===== src/rtl/flash_erase_pkg.sv =====
package flash_erase_pkg;
    localparam logic [7:0] OP_WREN = 8'h06;
    localparam logic [7:0] OP_SE   = 8'h D8;
    localparam logic [7:0] OP_RDSR = 8'h05;

    typedef enum logic [2:0] {
        ST_OPC   = 3'd0,
        ST_ADDR  = 3'd1,
        ST_ARMED = 3'd2,
        ST_WEN   = 3'd3,
        ST_STAT  = 3'd4,
        ST_SKIP  = 3'd5
    } seq_state_t;
endpackage


===== src/rtl/fe_spi_shift.sv =====
module fe_spi_shift #(
    parameter int CNT_W = 6
) (
    input  logic             clk,
    input  logic             rst_n,
    input  logic             sck,
    input  logic             cs_n,
    input  logic             si,
    output logic             bit_rise,
    output logic             bit_fall,
    output logic             byte_done,
    output logic             frame_end,
    output logic [7:0]       rx_byte,
    output logic [CNT_W-1:0] bit_cnt
);
    logic sck_q, cs_q;
    logic rise_c, fall_c;

    assign rise_c = sck & ~sck_q & ~cs_n;
    assign fall_c = ~sck & sck_q & ~cs_n;

    always_ff @(posedge clk or negedge rst_n) begin
        if (!rst_n) begin
            sck_q     <= 1'b0;
            cs_q      <= 1'b1;
            bit_rise  <= 1'b0;
            bit_fall  <= 1'b0;
            byte_done <= 1'b0;
            frame_end <= 1'b0;
            rx_byte   <= '0;
            bit_cnt   <= '0;
        end else begin
            sck_q     <= sck;
            cs_q      <= cs_n;
            bit_rise  <= rise_c;
            bit_fall  <= fall_c;
            frame_end <= cs_n & ~cs_q;
            byte_done <= rise_c && (bit_cnt[2:0] == 3'd7);
            if (cs_n)
                bit_cnt <= '0;
            else if (rise_c && (bit_cnt != '1))
                bit_cnt <= bit_cnt + 1'b1;
            if (rise_c)
                rx_byte <= {rx_byte[6:0], si};
        end
    end
endmodule


===== src/rtl/fe_cmd_fsm.sv =====
module fe_cmd_fsm
    import flash_erase_pkg::*;
#(
    parameter int CNT_W  = 6,
    parameter int SECT_W = 8
) (
    input  logic              clk,
    input  logic              rst_n,
    input  logic              byte_done,
    input  logic              bit_rise,
    input  logic              frame_end,
    input  logic [7:0]        rx_byte,
    input  logic [CNT_W-1:0]  bit_cnt,
    input  logic [2:0]        prot_bits,
    input  logic              busy,
    output logic              in_stat,
    output logic              wel,
    output logic              erase_start,
    output logic [SECT_W-1:0] erase_sector
);
    localparam int FRAME_BITS = 32;
    localparam int SECT_AT    = 16;

    seq_state_t state, nx;
    logic [SECT_W-1:0] sect_q;
    logic accept;

    always_ff @(posedge clk or negedge rst_n) begin
        if (!rst_n) state <= ST_OPC;
        else        state <= nx;
    end

    always_comb begin
        nx = state;
        unique case (state)
            ST_OPC: if (byte_done) begin
                if (rx_byte == OP_RDSR)               nx = ST_STAT;
                else if (rx_byte == OP_WREN && !busy) nx = ST_WEN;
                else if (rx_byte == OP_SE && !busy)   nx = ST_ADDR;
                else                                  nx = ST_SKIP;
            end
            ST_ADDR:  if (byte_done && bit_cnt == CNT_W'(FRAME_BITS)) nx = ST_ARMED;
            ST_ARMED: if (bit_rise) nx = ST_SKIP;
            ST_WEN:   if (bit_rise) nx = ST_SKIP;
            ST_STAT:  nx = ST_STAT;
            ST_SKIP:  nx = ST_SKIP;
            default:  nx = ST_SKIP;
        endcase
        if (frame_end) nx = ST_OPC;
    end

    assign accept  = frame_end && (state == ST_ARMED) && wel
                     && (prot_bits == 3'b000) && !busy;
    assign in_stat = (state == ST_STAT);

    always_ff @(posedge clk or negedge rst_n) begin
        if (!rst_n) begin
            wel          <= 1'b0;
            erase_start  <= 1'b0;
            erase_sector <= '0;
            sect_q       <= '0;
        end else begin
            erase_start <= accept;
            if (byte_done && state == ST_ADDR && bit_cnt == CNT_W'(SECT_AT))
                sect_q <= rx_byte[SECT_W-1:0];
            if (accept)
                erase_sector <= sect_q;
            if (accept)
                wel <= 1'b0;
            else if (frame_end && state == ST_WEN)
                wel <= 1'b1;
        end
    end
endmodule


===== src/rtl/fe_busy_timer.sv =====
module fe_busy_timer #(
    parameter int CYCLES = 1000
) (
    input  logic clk,
    input  logic rst_n,
    input  logic load,
    output logic busy
);
    localparam int W = $clog2(CYCLES + 1);
    logic [W-1:0] cnt;

    always_ff @(posedge clk or negedge rst_n) begin
        if (!rst_n)          cnt <= '0;
        else if (load)       cnt <= W'(CYCLES);
        else if (cnt != '0)  cnt <= cnt - 1'b1;
    end

    assign busy = (cnt != '0);
endmodule


===== src/rtl/fe_so_drive.sv =====
module fe_so_drive (
    input  logic       clk,
    input  logic       rst_n,
    input  logic       in_stat,
    input  logic       bit_fall,
    input  logic [7:0] status,
    output logic       so,
    output logic       so_en
);
    logic [2:0] idx;

    always_ff @(posedge clk or negedge rst_n) begin
        if (!rst_n) begin
            so    <= 1'b0;
            so_en <= 1'b0;
            idx   <= '0;
        end else if (!in_stat) begin
            so    <= 1'b0;
            so_en <= 1'b0;
            idx   <= '0;
        end else if (bit_fall) begin
            so    <= status[3'd7 - idx];
            so_en <= 1'b1;
            idx   <= idx + 1'b1;
        end
    end
endmodule


===== src/rtl/flash_erase_ctrl.sv =====
module flash_erase_ctrl #(
    parameter int ERASE_CYCLES = 1000,
    parameter int SECT_W       = 8
) (
    input  logic              clk,
    input  logic              rst_n,
    input  logic              sck,
    input  logic              cs_n,
    input  logic              si,
    input  logic [2:0]        prot_bits,
    output logic              so,
    output logic              so_en,
    output logic              erase_start,
    output logic [SECT_W-1:0] erase_sector,
    output logic              busy
);
    localparam int CNT_W = 6;

    logic bit_rise, bit_fall, byte_done, frame_end;
    logic [7:0] rx_byte;
    logic [CNT_W-1:0] bit_cnt;
    logic in_stat, wel;
    logic [7:0] status;

    assign status = {3'b000, prot_bits, wel, busy};

    fe_spi_shift #(.CNT_W(CNT_W)) u_shift (
        .clk(clk), .rst_n(rst_n), .sck(sck), .cs_n(cs_n), .si(si),
        .bit_rise(bit_rise), .bit_fall(bit_fall), .byte_done(byte_done),
        .frame_end(frame_end), .rx_byte(rx_byte), .bit_cnt(bit_cnt)
    );

    fe_cmd_fsm #(.CNT_W(CNT_W), .SECT_W(SECT_W)) u_fsm (
        .clk(clk), .rst_n(rst_n), .byte_done(byte_done), .bit_rise(bit_rise),
        .frame_end(frame_end), .rx_byte(rx_byte), .bit_cnt(bit_cnt),
        .prot_bits(prot_bits), .busy(busy), .in_stat(in_stat), .wel(wel),
        .erase_start(erase_start), .erase_sector(erase_sector)
    );

    fe_busy_timer #(.CYCLES(ERASE_CYCLES)) u_timer (
        .clk(clk), .rst_n(rst_n), .load(erase_start), .busy(busy)
    );

    fe_so_drive u_so (
        .clk(clk), .rst_n(rst_n), .in_stat(in_stat), .bit_fall(bit_fall),
        .status(status), .so(so), .so_en(so_en)
    );
endmodule


===== config.mk =====
export PLATFORM = sky130hd
export DESIGN_NAME = flash_erase_ctrl
export DESIGN_NICKNAME = d
export VERILOG_FILES = /design/src/rtl/flash_erase_pkg.sv /design/src/rtl/fe_spi_shift.sv /design/src/rtl/fe_cmd_fsm.sv /design/src/rtl/fe_busy_timer.sv /design/src/rtl/fe_so_drive.sv /design/src/rtl/flash_erase_ctrl.sv
export SDC_FILE = /design/constraint.sdc
export NUM_CORES = 1
export LEC_CHECK = 0
export CAP_MARGIN = 40
export CELL_PAD_IN_SITES_DETAIL_PLACEMENT = 1
export CELL_PAD_IN_SITES_GLOBAL_PLACEMENT = 1
export CORE_MARGIN = 2
export CORE_UTILIZATION = 28
export CTS_BUF_LIST = sky130_fd_sc_hd__clkbuf_8
export DETAILED_ROUTE_END_ITERATION = 10
export PLACE_DENSITY_LB_ADDON = 0.1
export SKIP_LAST_GASP = 1
export SLEW_MARGIN = 20
export SYNTH_ARGS = -nofsm -noshare
export SYNTH_HDL_FRONTEND = slang
export SYNTH_SLANG_ARGS = --single-unit

===== constraint.sdc =====
create_clock -name clk -period 5.3 [get_ports clk]
set_clock_uncertainty 0.05 [all_clocks]
set_input_delay 0.53 -clock clk [delete_from_list [all_inputs] [get_ports clk]]
set_output_delay 0.53 -clock clk [all_outputs]
set_load 0.02 [all_outputs]

==> run_results.csv, run 1 <==
group,metric,value,unit
outcome,status,"finished, final reports clean",
finish,finish.utilization,33.0,%
worst_setup_path,cp.arrival,2390,ps
die,die_h,100,um
placement,place_hpwl,3560,um
worst_setup_path,worst-path-buf-inv,3,
grt,grt_overflow,0,
worst_setup_path,cp_cell_sequence,"inv_1, ha_1, nor3b_1, and3_1, inv_4, clkdlybuf4s50_1",
clock_tree,htreeDepth,2,
synth,async_flop_share,100,%
clock_tree,cts_resized,0,
timing,slew_headroom,66.4,%
finish,final-seq-area,1400,sq um
timing,setup_violations,0,
pwr,switching_power,317,uW
timing,rsz0062_at_grt,"no",
pwr,internal_power,688,uW
synth,synthCells,216,
grt,grt_pass1_vias,1842,
die,die_w,100,um
clock_tree,tritoncts,"done",
placement,post-place-ws,2610,ps
timing,drv_slew,0,
placement,port_buffers,19,
worst_setup_path,rrSetupSlack,2610,ps
die,io_pins,20,
flow_run,drv_cap,0,
clock_tree,cts-root-buf,"clkbuf_8",
route,dr.pass1.iters,4,
timing,fin_ws,2330,ps
finish,syn2layout_area_growth,16.3,%
worst_setup_path,critPathKind,"flop to primary output",
synth,synth_compound_area_share,7.74,%
synth,synth_area,2590,sq um
grt,antenna_found_initial,0,
clock_tree,hold_buffers,0,
die,rows,35,
clock_tree,post-cts-setup-buffers,0,
timing,fin_setup_tns,0,ps
grt,grt_first_pass_wirelength,9230,um
synth,syn_avg_cell_area,12.0,sq um
synth,ys_warn_count,0,
synth,seq_area_frac_synth,54.2,%
synth,synthAdderAreaFrac,2.42,%
pwr,ir_worst_vdd,0.120,mV
pwr,p_clk_share,24.0,%
route,drt_wl_total,5260,um
finish,drive_above_1_share,17.6,%
die,die_area,10000,sq um
worst_setup_path,critPathTopFamily,"buffers and inverters",
synth,synthesis.nets,229,
synth,synth_top_family_by_area,"simple AND/OR/NAND/NOR gates",
timing,clock.fmax,337,MHz
finish,diodes,0,
synth,synth_mux_area_share,14.4,%
worst_setup_path,cp_slowest_stage_delay,550,ps
timing,finalCriticalPeriod,2970,ps
timing,worst-slew-pin-transition,491,ps
worst_setup_path,cp.required,4720,ps
min_path,hp-class,"primary input to async pin",
finish,multiInputGateArea,1110,sq um
clock_tree,clock-sinks,56,
grt,grtUsageTotal,11.4,%
worst_setup_path,start_kind,"flop",
route,ant_nets,0,
placement,gp_congestion,0.722,
synth,yosysUniqueCellTypes,50,
clock_tree,numCtsBuffers,5,
synth,synth_xor_area_share,1.69,%
route,vias_per_cell,4.89,
worst_setup_path,critPathMaxFanout,10,
synth,synth-seq-cells,56,
die,coreArea,9110,sq um
die,initial_core_util,28.4,%
pwr,combPwrFrac,17.9,%
timing,finalHoldViolCount,0,
worst_setup_path,cp_slowest_cell,"clkdlybuf4s50_1",
pwr,p_per_area,334,nW/um^2
route,drc,0,
synth,synth_edf_count,0,
clock_tree,insertion_delay,310,ps
route,initialDrtViolationCount,48,
pwr,swShare,31.5,%
timing,finalHoldWorstSlack,224,ps
pwr,p_leak,1.33,nW
clock_tree,path_clk_slew,100,ps
synth,yosys.area_share.simple,16.6,%
clock_tree,clock_path_buffers,2,
route,vias,1711,
finish,fill_cells,1003,
pwr,seqPwrFrac,58.1,%
worst_setup_path,crit_path_end_kind,"primary output",
timing,post-route-period-util,56.0,%
route,wl_per_cell,15.0,um
finish,nets,251,
synth,synth_ff_type,"dfrtp_1",
grt,grt_max_degree,57,
cell families after synthesis:
kind of cell,count (synthesis)
AOI/OAI and AO/OA,28
xor gates and xnor gates,5
adders and majority gates,5
buffers and inverters,17
DFF,56
muxes,31
and+or+nand+nor,74
cell usage in the layout, fill, tap and decap left out, types with 5 or more instances in the layout:
cell type / instances
nand2_1: 10
clkdlybuf4s50_1: 18
mux2i_1: 6
nand2b_1: 5
nor3b_1: 5
clkbuf_8: 5
nor2_1: 16
dfrtp_1: 55
inv_1: 8
mux2_4: 8
xnor2_1: 5
ha_1: 5
nor3_1: 5
mux2_2: 17
a21oi_1: 5
routing by layer:
metal	vias up	part of all wire, %	global-route usage, %
met4	0	1.0	3.16
met1	866	50	15.4
met3	5	3.0	2.51
li1	824	-	-
met2	16	46	18.6
met5	-	0	0
sequential cells by signal, indices dropped and copies added (netlist names):
name	flops
u_shift.bit_rise	1
u_fsm.sect_q	8
u_shift.rx_byte	8
u_so.so_en	1
u_fsm.state	3
u_shift.cs_q	1
u_shift.byte_done	1
u_fsm.wel	1
u_so.idx	3
u_fsm.erase_sector	8
u_shift.frame_end	1
u_shift.bit_fall	1
u_shift.bit_cnt	6
u_so.so	1
u_shift.sck_q	1
u_timer.cnt	10
u_fsm.erase_start	1
power groups by stage:
stage               Clock [mW]  Sequential (mW)  Combinational, mW
floorplan                    0            0.565              0.140
global placement             0            0.591              0.181
detailed placement           0            0.593              0.181
CTS                      0.261            0.585              0.183
global route             0.279            0.598              0.206
finish                   0.241            0.583              0.180
cells in the mapped netlist, drive strengths merged (2+ instances only):
cell    instances  share of area, %
or3             4              0.97
a21oi           5              0.97
nand4           4              0.97
mux2i           6               2.3
xnor2           5               1.7
inv            10               1.5
nand3b          2              0.58
nand2          10               1.5
o21ai           3              0.58
o211ai          3              0.87
nor3            5              0.97
nor4            4               1.5
o21a            2              0.58
nor3b           5               1.5
clkbuf          4              0.58
or4             5               1.6
mux2           25                12
ha              5               2.4
a21o            2              0.58
nor2b           3              0.73
and3            3              0.73
nand3           4              0.77
nor2           16               2.3
nand2b          5               1.2
buf             3              0.87
dfrtp          55                53
o31ai           2              0.58
cell type report:
type,count,area share (%)
multi-input combinational,143,36.8
clock inverter,3,0.790
inverter,10,1.33
sequential,56,46.6
tap,111,4.62
timing repair buffer,22,7.57
clock buffer,5,2.29
final timing paths:
path / startpoint / endpoint / cells after the start
worst max-delay path: u_timer.cnt[0] / busy / 6
worst min-delay path: rst_n / u_so.idx[0] / 3
worst max register to register: u_timer.cnt[0] / u_fsm.erase_sector[6] / 7
worst min register to register: u_shift.cs_q / u_shift.frame_end / 1
max in group asynchronous: rst_n / u_shift.cs_q / 3
min in group clk: u_shift.cs_q / u_shift.frame_end / 1
worst reg2reg max path: stages, from the launching register on:
cell     delay (ps)
dfrtp_1         410
inv_1           100
ha_1            220
nor3b_1         340
and3_1          360
inv_4           100
or4_4           660
mux2_4          350
stage by stage:
stage | total power [mW] | std cells | instance area (sq um)
2_1_floorplan | 0.705 | 216 | 2590
3_3_place_gp | 0.772 | 341 | 2890
3_5_place_dp | 0.774 | 341 | 2890
4_1_cts | 1.03 | 349 | 2980
5_1_grt | 1.08 | 350 | 3010
6_report | 1.00 | 350 | 3010
Note: power is estimated with default switching activity, not from simulation.
==> run 2: changes to the inputs <==
- clock period: 5.3 -> 3.1 ns (I/O delays scaled with it)
==> run_results.csv, run 2 (synthesis results as in run 1) <==
group,metric,value,unit
min_path,hp-class,"primary input to async pin",
grt,antenna_found_initial,0,
grt,grt_max_degree,32,
route,wl_per_cell,15.1,um
worst_setup_path,critPathKind,"flop to primary output",
grt,grtUsageTotal,11.7,%
route,drt_wl_total,5280,um
worst_setup_path,cp_slowest_cell,"clkdlybuf4s50_1",
grt,grt_pass1_vias,1850,
finish,finish.utilization,32.8,%
route,initialDrtViolationCount,41,
clock_tree,insertion_delay,310,ps
die,die_w,100,um
finish,final-seq-area,1400,sq um
clock_tree,htreeDepth,2,
timing,rsz0062_at_grt,"no",
finish,multiInputGateArea,1110,sq um
placement,place_hpwl,3800,um
outcome,violations,"hold timing",
timing,fin_setup_tns,0,ps
timing,finalCriticalPeriod,2730,ps
finish,diodes,0,
clock_tree,tritoncts,"done",
finish,nets,251,
clock_tree,cts_resized,0,
clock_tree,hold_buffers,0,
finish,final_common_cell,"dfrtp_1",
pwr,p_per_area,573,nW/um^2
grt,use_met3,2.86,%
placement,gp_congestion,0.747,
timing,setup_violations,0,
timing,clock.fmax,366,MHz
die,die_area,10000,sq um
grt,grt_use_met2,19.4,%
finish,largest_register,"u_timer.cnt",
finish,fill_cells,992,
pwr,ir_worst_vdd,0.206,mV
clock_tree,clock_path_buffers,2,
finish,drive_above_1_share,17.6,%
timing,drv_slew,0,
placement,port_buffers,19,
grt,grt_overflow,0,
clock_tree,post-cts-setup-buffers,0,
flow_run,drv_cap,0,
worst_setup_path,crit_path_end_kind,"primary output",
finish,final_cell_mix,"55 x dfrtp_1, 18 x clkdlybuf4s50_1, 17 x mux2_2, 16 x nor2_1, 10 x nand2_1",
route,vias_per_cell,4.88,
timing,finalHoldWorstSlack,-11.5,ps
route,ant_nets,0,
finish,largest_register_ffs,10,
die,initial_core_util,28.4,%
worst_setup_path,cp_cell_sequence,"inv_1, ha_1, nor3b_1, and3_1, inv_4, clkdlybuf4s50_1",
grt,gr-max-usage-layer,"met2",
clock_tree,clock-sinks,56,
die,coreArea,9110,sq um
worst_setup_path,cp.required,2740,ps
route,drc,0,
finish,finalInstanceArea,2990,sq um
grt,grt_use_met1,15.3,%
clock_tree,cts-root-buf,"clkbuf_8",
worst_setup_path,cp_slowest_stage_delay,550,ps
worst_setup_path,start_kind,"flop",
die,die_h,100,um
die,rows,35,
outcome,status,"finished with violations",
finish,syn2layout_area_growth,15.5,%
grt,grt_first_pass_wirelength,9320,um
worst_setup_path,critPathMaxFanout,10,
worst_setup_path,cp.arrival,2370,ps
clock_tree,path_clk_slew,100,ps
placement,place_area,2900,sq um
timing,worst-slew-pin-transition,722,ps
route,dr.pass1.iters,3,
timing,slew_headroom,51.9,%
route,vias,1707,
pwr,p_leak,1.32,nW
timing,post-route-period-util,88.1,%
timing,finalHoldViolCount,11,
die,io_pins,20,
clock_tree,numCtsBuffers,5,
-- run 2: cell counts in the layout (fill, tap and decap cells not counted) --
No cell type changed its count.
-- run 2: routing by layer --
| layer | routed length (um) | up-vias |
|---|---|---|
| met5 | 0 | - |
| met4 | 32 | 0 |
| met3 | 161 | 2 |
| met2 | 2590 | 14 |
| met1 | 2500 | 873 |
| li1 | - | 818 |
-- run 2: path summary, 6_finish.rpt --
check | start | cells after the start | slack (ps) | endpoint
max | u_timer.cnt[0] | 6 | 370 | busy
min in group clk | sck | 1 | 450 | u_shift.sck_q
min | rst_n | 1 | -10 | u_so.idx[0]
min reg2reg | u_shift.cs_q | 1 | 450 | u_shift.frame_end
max reg2reg | u_timer.cnt[0] | 7 | 440 | u_fsm.erase_sector[5]
max in group asynchronous | rst_n | 2 | 2250 | u_shift.cs_q
-- run 2: layout make-up --
class	count	area share (%)
flip-flops and latches	56	46.9
multi-input cells	143	37.0
repair buffers	22	6.95
well taps	111	4.65
clock buffers	5	2.30
inverters	10	1.34
clock inverters	3	0.795
-- run 2: through the flow --
stage	instances	worst slack, ps	total power [mW]
finish	350	369	1.71
floorplan	216	708	1.21
CTS	350	332	1.75
global route	350	130	1.85
global placement	342	519	1.32
detailed placement	342	434	1.33
-- run 2: critical path, delay by kind of cell, from the launching register on --
family                   cells  cell delay (ps)
buffers and inverters        3              760
AND/OR/NAND/NOR              2              700
flip-flops                   1              400
adder cells (fa/ha/maj)      1              210
-- run 2: report_power, final --
part	switching, mW	leakage (nW)	total (mW)	internal [mW]
Combinational	0.140	0.541	0.306	0.166
Sequential	0.149	0.739	0.995	0.846
Clock	0.253	0.0404	0.413	0.161
Total	0.541	1.32	1.71	1.17
